$ cat src/rtl/sdi_blank_pkg.sv
package sdi_blank_pkg;

    localparam int WORD_W = 10;

    typedef logic [WORD_W-1:0] vword_t;

    localparam vword_t LVL_CHROMA = 10'h200;
    localparam vword_t LVL_LUMA   = 10'h040;
    localparam vword_t CLIP_LO    = 10'h004;
    localparam vword_t CLIP_HI    = 10'h3FB;
    localparam vword_t TRS_ONES   = 10'h3FF;

    typedef enum logic [1:0] {
        ROLE_DATA,
        ROLE_ONES,
        ROLE_ZERO,
        ROLE_XYZ
    } word_role_e;

    typedef struct packed {
        vword_t word;
        logic   line_start;
        logic   field_start;
        logic   trs_start;
        logic   hblank;
        logic   field_id;
        logic   blank_n;
        logic   vb_short;
        logic   std_pal;
        logic   clip_en;
        logic   bit_rev;
    } in_word_t;

    typedef struct packed {
        vword_t word;
        logic   rev;
    } out_word_t;

    function automatic vword_t xyz_word(input logic f, input logic v, input logic h);
        return {1'b1, f, v, h, v ^ h, f ^ h, f ^ v, f ^ v ^ h, 2'b00};
    endfunction

    function automatic logic is_reserved(input vword_t w);
        return (w <= 10'h003) || (w >= 10'h3FC);
    endfunction

    function automatic vword_t mirror(input vword_t w);
        vword_t r;
        for (int i = 0; i < WORD_W; i++) begin
            r[i] = w[WORD_W-1-i];
        end
        return r;
    endfunction

endpackage

$ cat src/rtl/sdi_trs_tracker.sv
module sdi_trs_tracker
    import sdi_blank_pkg::*;
(
    input  logic       clk,
    input  logic       rst_n,
    input  logic       trs_start,
    output word_role_e role
);

    typedef enum logic [1:0] {ST_DATA, ST_Z1, ST_Z2, ST_XYZ} trs_state_e;

    trs_state_e state_q;
    trs_state_e state_d;

    always_ff @(posedge clk or negedge rst_n) begin
        if (!rst_n) begin
            state_q <= ST_DATA;
        end else begin
            state_q <= state_d;
        end
    end

    always_comb begin
        state_d = ST_DATA;
        if (trs_start) begin
            state_d = ST_Z1;
        end else begin
            unique case (state_q)
                ST_Z1:   state_d = ST_Z2;
                ST_Z2:   state_d = ST_XYZ;
                ST_XYZ:  state_d = ST_DATA;
                ST_DATA: state_d = ST_DATA;
            endcase
        end
    end

    always_comb begin
        role = ROLE_DATA;
        if (trs_start) begin
            role = ROLE_ONES;
        end else begin
            unique case (state_q)
                ST_Z1, ST_Z2: role = ROLE_ZERO;
                ST_XYZ:       role = ROLE_XYZ;
                ST_DATA:      role = ROLE_DATA;
            endcase
        end
    end


    z2_to_xyz_chk: assert property (@(posedge clk) disable iff (!rst_n)
        (state_q == ST_Z2 && !trs_start) |=> (state_q == ST_XYZ));


    start_to_z1_chk: assert property (@(posedge clk) disable iff (!rst_n)
        trs_start |=> (state_q == ST_Z1));

endmodule

$ cat src/rtl/sdi_line_timer.sv
module sdi_line_timer #(
    parameter int LINE_W     = 11,
    parameter int NTSC_LONG  = 19,
    parameter int NTSC_SHORT = 9,
    parameter int PAL_LONG   = 17,
    parameter int PAL_SHORT  = 7
) (
    input  logic clk,
    input  logic rst_n,
    input  logic line_start,
    input  logic field_start,
    input  logic vb_short,
    input  logic std_pal,
    output logic vblank,
    output logic chroma
);

    localparam logic [LINE_W-1:0] LINE_MAX = '1;
    localparam logic [LINE_W-1:0] N_NL = LINE_W'(NTSC_LONG);
    localparam logic [LINE_W-1:0] N_NS = LINE_W'(NTSC_SHORT);
    localparam logic [LINE_W-1:0] N_PL = LINE_W'(PAL_LONG);
    localparam logic [LINE_W-1:0] N_PS = LINE_W'(PAL_SHORT);

    logic [LINE_W-1:0] line_q;
    logic [LINE_W-1:0] line_cur;
    logic [LINE_W-1:0] vb_len;
    logic              odd_q;
    logic              odd_cur;

    always_comb begin
        line_cur = line_q;
        if (line_start) begin
            if (field_start) begin
                line_cur = '0;
            end else if (line_q != LINE_MAX) begin
                line_cur = line_q + 1'b1;
            end
        end
        odd_cur = line_start ? 1'b0 : ~odd_q;
        vb_len  = std_pal ? (vb_short ? N_PS : N_PL) : (vb_short ? N_NS : N_NL);
    end

    assign vblank = (line_cur < vb_len);
    assign chroma = ~odd_cur;

    always_ff @(posedge clk or negedge rst_n) begin
        if (!rst_n) begin
            line_q <= '0;
            odd_q  <= 1'b1;
        end else begin
            line_q <= line_cur;
            odd_q  <= odd_cur;
        end
    end


    field_top_vblank_chk: assert property (@(posedge clk) disable iff (!rst_n)
        (line_start && field_start) |-> vblank);


    parity_alt_chk: assert property (@(posedge clk) disable iff (!rst_n)
        chroma |=> (line_start || !chroma));

endmodule

$ cat src/rtl/sdi_word_shaper.sv
module sdi_word_shaper
    import sdi_blank_pkg::*;
(
    input  logic       clk,
    input  logic       rst_n,
    input  vword_t     din,
    input  word_role_e role,
    input  logic       vblank,
    input  logic       chroma,
    input  logic       hblank,
    input  logic       field_id,
    input  logic       blank_n,
    input  logic       clip_en,
    input  logic       rev_in,
    output out_word_t  proc_q
);

    vword_t level;
    vword_t shaped;

    always_comb begin
        level  = chroma ? LVL_CHROMA : LVL_LUMA;
        shaped = din;
        if (role != ROLE_DATA) begin
            if (clip_en) begin
                unique case (role)
                    ROLE_ONES: shaped = TRS_ONES;
                    ROLE_ZERO: shaped = '0;
                    ROLE_XYZ:  shaped = xyz_word(field_id, vblank, hblank);
                    ROLE_DATA: shaped = din;
                endcase
            end
        end else if (!blank_n) begin
            shaped = level;
        end else if (clip_en) begin
            if (!hblank && vblank) begin
                shaped = level;
            end else if (!hblank) begin
                if (din < CLIP_LO) begin
                    shaped = CLIP_LO;
                end else if (din > CLIP_HI) begin
                    shaped = CLIP_HI;
                end
            end else if (is_reserved(din)) begin
                shaped = level;
            end
        end
    end

    always_ff @(posedge clk or negedge rst_n) begin
        if (!rst_n) begin
            proc_q <= '0;
        end else begin
            proc_q <= '{word: shaped, rev: rev_in};
        end
    end


    clamp_range_chk: assert property (@(posedge clk) disable iff (!rst_n)
        (role == ROLE_DATA && blank_n && clip_en && !hblank)
        |=> (proc_q.word >= CLIP_LO && proc_q.word <= CLIP_HI));


    xyz_protect_chk: assert property (@(posedge clk) disable iff (!rst_n)
        (role == ROLE_XYZ && clip_en)
        |=> (proc_q.word[9] && proc_q.word[1:0] == 2'b00
             && proc_q.word[5] == (proc_q.word[7] ^ proc_q.word[6])
             && proc_q.word[2] == (proc_q.word[8] ^ proc_q.word[7] ^ proc_q.word[6])));


    pass_through_chk: assert property (@(posedge clk) disable iff (!rst_n)
        (!clip_en && blank_n) |=> (proc_q.word == $past(din)));

endmodule

$ cat src/rtl/sdi_delay_line.sv
module sdi_delay_line #(
    parameter int DEPTH = 6,
    parameter int W     = 11
) (
    input  logic         clk,
    input  logic         rst_n,
    input  logic [W-1:0] d,
    output logic [W-1:0] q
);

    logic [W-1:0] stage [DEPTH];

    for (genvar i = 0; i < DEPTH; i++) begin : g_stage
        if (i == 0) begin : g_first
            always_ff @(posedge clk or negedge rst_n) begin
                if (!rst_n) stage[i] <= '0;
                else        stage[i] <= d;
            end
        end else begin : g_next
            always_ff @(posedge clk or negedge rst_n) begin
                if (!rst_n) stage[i] <= '0;
                else        stage[i] <= stage[i-1];
            end
        end
    end

    assign q = stage[DEPTH-1];

endmodule

$ cat src/rtl/sdi_blank_stage.sv
module sdi_blank_stage
    import sdi_blank_pkg::*;
#(
    parameter int LATENCY    = 8,
    parameter int LINE_W     = 11,
    parameter int NTSC_LONG  = 19,
    parameter int NTSC_SHORT = 9,
    parameter int PAL_LONG   = 17,
    parameter int PAL_SHORT  = 7
) (
    input  logic        clk,
    input  logic        rst_n,
    input  logic [9:0]  din,
    input  logic        line_start,
    input  logic        field_start,
    input  logic        trs_start,
    input  logic        hblank,
    input  logic        field_id,
    input  logic        blank_n,
    input  logic        vb_short,
    input  logic        std_pal,
    input  logic        clip_en,
    input  logic        bit_rev,
    output logic [9:0]  dout
);

    localparam int DELAY  = LATENCY - 2;
    localparam int PIPE_W = $bits(out_word_t);

    in_word_t          in_q;
    word_role_e        role;
    logic              vblank;
    logic              chroma;
    out_word_t         proc_q;
    logic [PIPE_W-1:0] pipe_out;
    out_word_t         last;

    always_ff @(posedge clk or negedge rst_n) begin
        if (!rst_n) begin
            in_q <= '0;
        end else begin
            in_q <= '{word: din, line_start: line_start, field_start: field_start,
                      trs_start: trs_start, hblank: hblank, field_id: field_id,
                      blank_n: blank_n, vb_short: vb_short, std_pal: std_pal,
                      clip_en: clip_en, bit_rev: bit_rev};
        end
    end

    sdi_trs_tracker u_trs (
        .clk       (clk),
        .rst_n     (rst_n),
        .trs_start (in_q.trs_start),
        .role      (role)
    );

    sdi_line_timer #(
        .LINE_W     (LINE_W),
        .NTSC_LONG  (NTSC_LONG),
        .NTSC_SHORT (NTSC_SHORT),
        .PAL_LONG   (PAL_LONG),
        .PAL_SHORT  (PAL_SHORT)
    ) u_lines (
        .clk         (clk),
        .rst_n       (rst_n),
        .line_start  (in_q.line_start),
        .field_start (in_q.field_start),
        .vb_short    (in_q.vb_short),
        .std_pal     (in_q.std_pal),
        .vblank      (vblank),
        .chroma      (chroma)
    );

    sdi_word_shaper u_shape (
        .clk      (clk),
        .rst_n    (rst_n),
        .din      (in_q.word),
        .role     (role),
        .vblank   (vblank),
        .chroma   (chroma),
        .hblank   (in_q.hblank),
        .field_id (in_q.field_id),
        .blank_n  (in_q.blank_n),
        .clip_en  (in_q.clip_en),
        .rev_in   (in_q.bit_rev),
        .proc_q   (proc_q)
    );

    sdi_delay_line #(
        .DEPTH (DELAY),
        .W     (PIPE_W)
    ) u_delay (
        .clk   (clk),
        .rst_n (rst_n),
        .d     (proc_q),
        .q     (pipe_out)
    );

    assign last = out_word_t'(pipe_out);
    assign dout = last.rev ? mirror(last.word) : last.word;


    reset_quiet_chk: assert property (@(posedge clk) !rst_n |-> (dout == '0));

endmodule

$ cat config.mk
export PLATFORM = sky130hd
export DESIGN_NAME = sdi_blank_stage
export DESIGN_NICKNAME = d
export VERILOG_FILES = /design/src/rtl/sdi_blank_pkg.sv /design/src/rtl/sdi_trs_tracker.sv /design/src/rtl/sdi_line_timer.sv /design/src/rtl/sdi_word_shaper.sv /design/src/rtl/sdi_delay_line.sv /design/src/rtl/sdi_blank_stage.sv
export SDC_FILE = /design/constraint.sdc
export NUM_CORES = 1
export LEC_CHECK = 0
export BUFFER_PORTS_ARGS = -buffer_cell sky130_fd_sc_hd__buf_2
export CORE_AREA = 2 2 102 84
export DETAILED_ROUTE_END_ITERATION = 8
export DIE_AREA = 0 0 104 86
export HOLD_SLACK_MARGIN = 0.1
export PLACE_DENSITY = 0.73
export SYNTH_ARGS = -nofsm -noshare
export SYNTH_HDL_FRONTEND = slang
export SYNTH_HIERARCHICAL = 1
export SYNTH_SLANG_ARGS = --single-unit
$ cat constraint.sdc
create_clock -name clk -period 5.15 [get_ports clk]
set_input_delay 0.7725 -clock clk [delete_from_list [all_inputs] [get_ports clk]]
set_output_delay 0.7725 -clock clk [all_outputs]
set_load 0.005 [all_outputs]
### After elaboration in Yosys (flattened, before gate mapping)

Cells that the tools add are included.
W data, S select, Z words.

* memory bits (writable): 0
* register bits after elaboration: 111
* bits in read-only memories: 0
* bits in latches: 0
* word-level logic and storage cells: 71
* memories: 0

* add/subtract/negate cells: 1
* shift-type cells: 0
* divide/modulo/power cells: 0
* reduce and logical (&&, ||, !) cells: 8
* multiply operators: 0
* bitwise gates (word level): 5
* $lt $le $gt $ge: 5
* muxes and demuxes: 23
* equal/unequal tests: 7

Operator list (number)
* $mux W10: 11
* $mux W11: 4
* $pmux W10 S4: 1
* $pmux W2 S3: 2
* $add A11 B1 Y11 const B: 1
* $lt A11 B11 Y1: 1
* $ne A11 B11 Y1 const B: 1
* $ge A10 B10 Y1 const B: 1
* $gt A10 B10 Y1 const B: 1
* $le A10 B2 Y1 const B: 1
* $lt A10 B3 Y1 const B: 1
* $mux W5: 2
* $eq A2 B2 Y1 const B: 4
* $eq A2 B1 Y1 const B: 2
* $logic_not A2 Y1: 2
* $mux W2: 2
* $reduce_or A2 Y1: 2
* $xor A1 B1 Y1: 4
* $reduce_bool A2 Y1: 1
* $logic_and A1 B1 Y1: 1
* $logic_not A1 Y1: 1
* $logic_or A1 B1 Y1: 1
* $mux W1: 1
* $not A1 Y1: 1

### Depth between registers and ports, before layout

* word-level depth: 10
* gate-level depth with buffers: 17

### By module

The synthesis kept the hierarchy.

Modules (own cells, without submodules)
* sdi_delay_line: times used 1, area each 1734.2 sq um, cells an instance 77
* sdi_line_timer: times used 1, area each 875.8 sq um, cells an instance 91
* sdi_word_shaper: times used 1, area each 863.3 sq um, cells an instance 106
* sdi_blank_stage: times used 1, area each 661.9 sq um, cells an instance 31
* sdi_trs_tracker: times used 1, area each 117.6 sq um, cells an instance 11

### Worst setup path before layout

Ideal clock, no wire load.

* path type: register to register
* from: reg u_lines.line_q[0]
* to: reg u_shape/proc_q[10] (netlist name)
* data required time: 5.026 ns
* stages on the path, launching flop included: 18
* slack: 0.821 ns
* library setup time: 0.124 ns
* clock period less this slack: 4.329 ns
* arrival: 4.205 ns
* cell sequence: dfrtp_1 ha_1 nand2_1 o41ai_4 nor2_1 xnor2_1 nor2_1 ha_1 a21o_1 a21o_1 a221o_1 or4b_1 nor4_2 ha_1 inv_1 a21oi_1 nor3_1 a211o_1

* longest elaborated chain between the ends: 10
* elaborated cells on any way between the ends: 11
* those cells by class: add/sub: 1; order compare: 1; eq/ne: 1; mux: 7; reduce/logical: 1

Ends and longest elaborated chain
* start: declaration: RTL line sdi_line_timer.sv:24 `logic [LINE_W-1:0] line_q;`
* start signal: assignment: RTL line sdi_line_timer.sv:51 `line_q <= line_cur;`
* $add A11 B1 Y11 or $ne A11 B11 Y1 (tied branches): RTL line sdi_line_timer.sv:36, sdi_line_timer.sv:35
* $mux W11 (*): RTL line sdi_line_timer.sv:35 `end else if (line_q != LINE_MAX) begin`
* $mux W11 (*): RTL line sdi_line_timer.sv:33 `if (field_start) begin`
* $mux W11 (*): RTL line sdi_line_timer.sv:32 `if (line_start) begin`
* net u_lines.line_cur[2]: RTL line sdi_line_timer.sv:25 `logic [LINE_W-1:0] line_cur;`
* $lt A11 B11 Y1 (*): RTL line sdi_line_timer.sv:43 `assign vblank = (line_cur < vb_len);`
* net vblank: RTL line sdi_blank_stage.sv:32 `logic vblank;`
* $logic_and A1 B1 Y1 (*): RTL line sdi_word_shaper.sv:36 `if (!hblank && vblank) begin`
* $mux W10 (*): RTL line sdi_word_shaper.sv:36
* $mux W10 (*): RTL line sdi_word_shaper.sv:35 `end else if (clip_en) begin`
* $mux W10 (*): RTL line sdi_word_shaper.sv:33 `end else if (!blank_n) begin`
* $mux W10 (*): RTL line sdi_word_shaper.sv:24 `if (role != ROLE_DATA) begin`
* net u_shape.shaped[9]: RTL line sdi_word_shaper.sv:19 `vword_t shaped;`

Mark *: on every way through the listed nets, which the timed path passes. The rest lies on a longest branch.

### Worst setup path in the final report

* from: reg u_lines.line_q[0]
* to: reg u_shape/proc_q[10] (netlist name)

* longest elaborated chain between the ends: 10
* elaborated cells on any way between the ends: 11
* those cells by class: add/sub: 1; order compare: 1; eq/ne: 1; mux: 7; reduce/logical: 1

Ends and longest elaborated chain (RTL line)
* $add A11 B1 Y11 or $ne A11 B11 Y1 (tied branches): sdi_line_timer.sv:36, sdi_line_timer.sv:35
* $mux W11 (*): sdi_line_timer.sv:35
* $mux W11 (*): sdi_line_timer.sv:33
* $mux W11 (*): sdi_line_timer.sv:32
* net u_lines.line_cur[2]: sdi_line_timer.sv:25
* $lt A11 B11 Y1 (*): sdi_line_timer.sv:43
* net vblank: sdi_blank_stage.sv:32
* $logic_and A1 B1 Y1 (*): sdi_word_shaper.sv:36
* $mux W10 (*): sdi_word_shaper.sv:36
* $mux W10 (*): sdi_word_shaper.sv:35
* $mux W10 (*): sdi_word_shaper.sv:33
* $mux W10 (*): sdi_word_shaper.sv:24
* net u_shape.shaped[9]: sdi_word_shaper.sv:19

Marked as above.

==> summary.txt <==
Status
  – Status: finished clean

Job
  – Max_cap viols: 0

Placed design
  – RePlAce Congestion: 0.849
  – Cells after DPL: 438
  – Pre-CTS WS: 564 ps
  – PortBufs: 31
  – DP HPWL: 4410 um

Floorplan
  – Die Y: 86 um
  – IO Pins: 32
  – Die width: 104 um
  – Core area: 7840 um^2
  – FP Rows: 29
  – Starting density of the core: 54.3%
  – Die area: 8940 um^2

Clocking
  – CTS buffer count: 9
  – Setup Fix Bufs, Post-CTS: 0
  – H-Tree Depth: 3
  – CTS Root Cell: clkbuf_8
  – CTS sink count: 111
  – Clk buf depth: 2
  – CTS clock-pin slew for the worst setup and hold paths: 110 ps
  – Clk_lat worst skew: 360 ps
  – CTS tree: done
  – Hold-fix buffers, CTS: 0
  – CTS-repair resized insts: 0

STA
  – Setup Viol. Count Final: 0
  – Final Hold Fails: 0
  – Setup Skew: 7.65 ps
  – Setup TNS: 0 ps
  – Slew @ Worst Pin: 777 ps
  – Max Slew Vio Count: 0
  – Max_slew headroom: 48.2%
  – Peak Freq: 213 MHz
  – Worst Slack Setup Final: 455 ps
  – Fin crit period: 4700 ps
  – Unrepaired setup endpoints after global routing: false
  – Crit share post-route: 91.2%

Synthesis
  – Synth cell types: 59
  – Register area share after synthesis: 65.3%
  – Ys async rst share: 100%
  – Syn_nets: 351
  – Synth Register Bits: 111
  – EDFF count, synth: 0
  – Primary FF master, synth: dfrtp_1
  – Post-Synthesis Cells: 316
  – Syn. warnings: 6
  – Cell Area, Synth: 4250 um^2
  – Mapped Avg Cell Area: 13.5 um^2

Layout
  – Nets: 376
  – Non-filler instance count after layout: 454
  – Antenna diodes: 0
  – Most common cell after layout, fill and taps aside: dfrtp_1
  – Most frequent cells in the layout: dfrtp_1, buf_2, inv_1
  – Syn-to-layout area delta: 8.86%
  – Fillers: 653
  – Share of layout cells above drive strength 1: 22.3%

Power and ir drop
  – Leak: 2.17 nW
  – Max VDD drop: 185 uV
  – Net Sw Frac: 27.3%
  – Comb power frac: 12.9%
  – NetSw: 488 uW
  – Power Internal: 1.30 mW
  – Final Power: 1.79 mW
  – Pwr dens: 386 nW/um^2
  – Seq pwr share: 58.8%
  – Clock Power Share: 28.3%

Min path
  – WHS Path Cells: 0
  – Hold_sp: u_shape/proc_q[2]
  – Hold Path End: u_delay/stage[57]
  – Min-Delay Path Class: reg2reg

Global routing
  – Initial antenna violation count: 0
  – Largest net degree at the start of global routing: 66
  – Total gr overflow: 0
  – First-pass GRT wire length: 11,300 um
  – Via count of the first global-routing pass: 2,419
  – GRT Total Usage: 16.2%

Critical path
  – CP Max Fanout: 8
  – Critical Setup Path Class: reg2reg
  – Worst Setup End Kind: register
  – Crit path required time: 5410 ps
  – Critical path launch point type: register
  – R2R setup slack: 450 ps
  – Arrival @ worst endpoint: 4960 ps
  – Reg2reg end: u_shape/proc_q[10]
  – R2r startpoint: u_lines/line_q[0]
  – R2R cell count: 18

Detailed routing
  – WL/cell: 14.1 um
  – DRT iter0 DRCs: 139
  – Post-route DRC: 0
  – Antenna viol nets, final: 0
  – Vias: 2,422
  – WL final: 6410 um
  – Via density: 5.33
  – Drt pass-1 iters: 4
[how the worst max path moves through the flow]
stage,from,to,slack [ps],depth (start not counted)
after floorplan,u_lines/line_q[0],u_shape/proc_q[10],820,17
after global placement,u_lines/line_q[0],u_shape/proc_q[10],730,18
after detailed placement,u_lines/line_q[0],u_shape/proc_q[10],560,18
after CTS,u_lines/line_q[0],u_shape/proc_q[10],500,18
after global routing,u_lines/line_q[0],u_shape/proc_q[10],140,18
final,u_lines/line_q[0],u_shape/proc_q[10],450,18
[worst max-delay path, stage by stage, from the launching register on]
cell,delay [ps]
dfrtp_1,420
ha_1,260
nand2_1,160
o41ai_4,600
nor2_1,100
xnor2_1,140
nor2_1,150
ha_1,270
a21o_1,190
a21o_1,180
a221o_1,280
or4b_1,480
nor4_2,240
buf_4,190
ha_1,270
inv_1,180
a21oi_1,170
nor3_1,60
a211o_1,230
[layout make-up]
| cell class | count | area, um^2 | share of cell area (%) |
|---|---|---|---|
| Multi-Input combinational cell | 168 | 1270 | 27.4 |
| Timing Repair Buffer | 33 | 173 | 3.73 |
| Tap cell | 108 | 135 | 2.92 |
| Clock buffer | 9 | 124 | 2.68 |
| Sequential cell | 111 | 2780 | 60.0 |
| Clock inverter | 7 | 83.8 | 1.81 |
| Inverter | 18 | 67.6 | 1.46 |
[cell families (layout without fill, tap and decap cells)]
kind of cell,count (synthesis),in the layout,share of synthesized area (%)
AOI/OAI and AO/OA,57,57,10.2
xor gates and xnor gates,6,6,1.24
adders and majority gates,13,13,3.82
buffers and inverters,37,67,4.85
DFF,111,111,65.3
muxes,11,11,3.77
and+or+nand+nor,81,81,10.8
[cell usage after synthesis, types with 2 or more instances]
library cell	count	share of area (%)
clkbuf_1	2	0.18
o21ai_0	5	0.59
ha_1	13	3.8
xnor2_1	5	1.0
a31oi_1	2	0.29
nand2b_1	2	0.29
and3_1	2	0.29
nor2_1	13	1.1
and3_4	2	0.53
or3_1	2	0.29
or2_1	2	0.29
inv_1	18	1.6
nand4_1	6	0.88
a311oi_1	3	0.62
mux2_4	10	3.5
buf_6	3	0.79
a21o_1	3	0.53
buf_4	11	1.9
nor3b_1	2	0.35
a21oi_1	16	1.9
nand3_1	15	1.8
nor2b_1	2	0.29
and2_2	2	0.35
a211oi_1	4	0.71
nor3_1	5	0.59
a21bo_2	2	0.47
o211ai_1	5	0.88
buf_2	3	0.35
nand2_1	14	1.2
and2_1	2	0.29
dfrtp_1	110	65
nor4_2	3	0.88
[metrics by stage]
step / instance area (um^2) / utilization [%] / hold WS, ps
2_1_floorplan: 4250 / - / 331
3_3_place_gp: 4420 / 56.4 / 332
3_5_place_dp: 4420 / 56.4 / 335
4_1_cts: 4630 / 59.1 / 354
5_1_grt: 4630 / 59.1 / 363
6_report: 4630 / 59.1 / 351
[metal layers]
| layer | vias up | wire length (um) | track usage [%] |
|---|---|---|---|
| met4 | 0 | 38 | 5.41 |
| met1 | 1205 | 3090 | 22.4 |
| met5 | - | 0 | 0 |
| li1 | 1154 | - | - |
| met3 | 4 | 265 | 5.55 |
| met2 | 59 | 3020 | 24.5 |
[power groups by stage]
stage	registers, mW	clock network, mW	logic (mW)
final	1.05	0.506	0.230
after global routing	1.07	0.568	0.256
after CTS	1.05	0.533	0.230
after detailed placement	1.07	0	0.228
after global placement	1.06	0	0.222
after floorplan	1.04	0	0.183
[flip-flops by register name, indices dropped and copies added (netlist names)]
signal / cells
u_trs/state_q: 2
u_lines/line_q: 11
u_delay/q: 11
in_q: 20
u_lines/odd_q: 1
u_shape/proc_q: 11
u_delay/stage: 55
No activity file was read; power rests on OpenSTA's default activity.
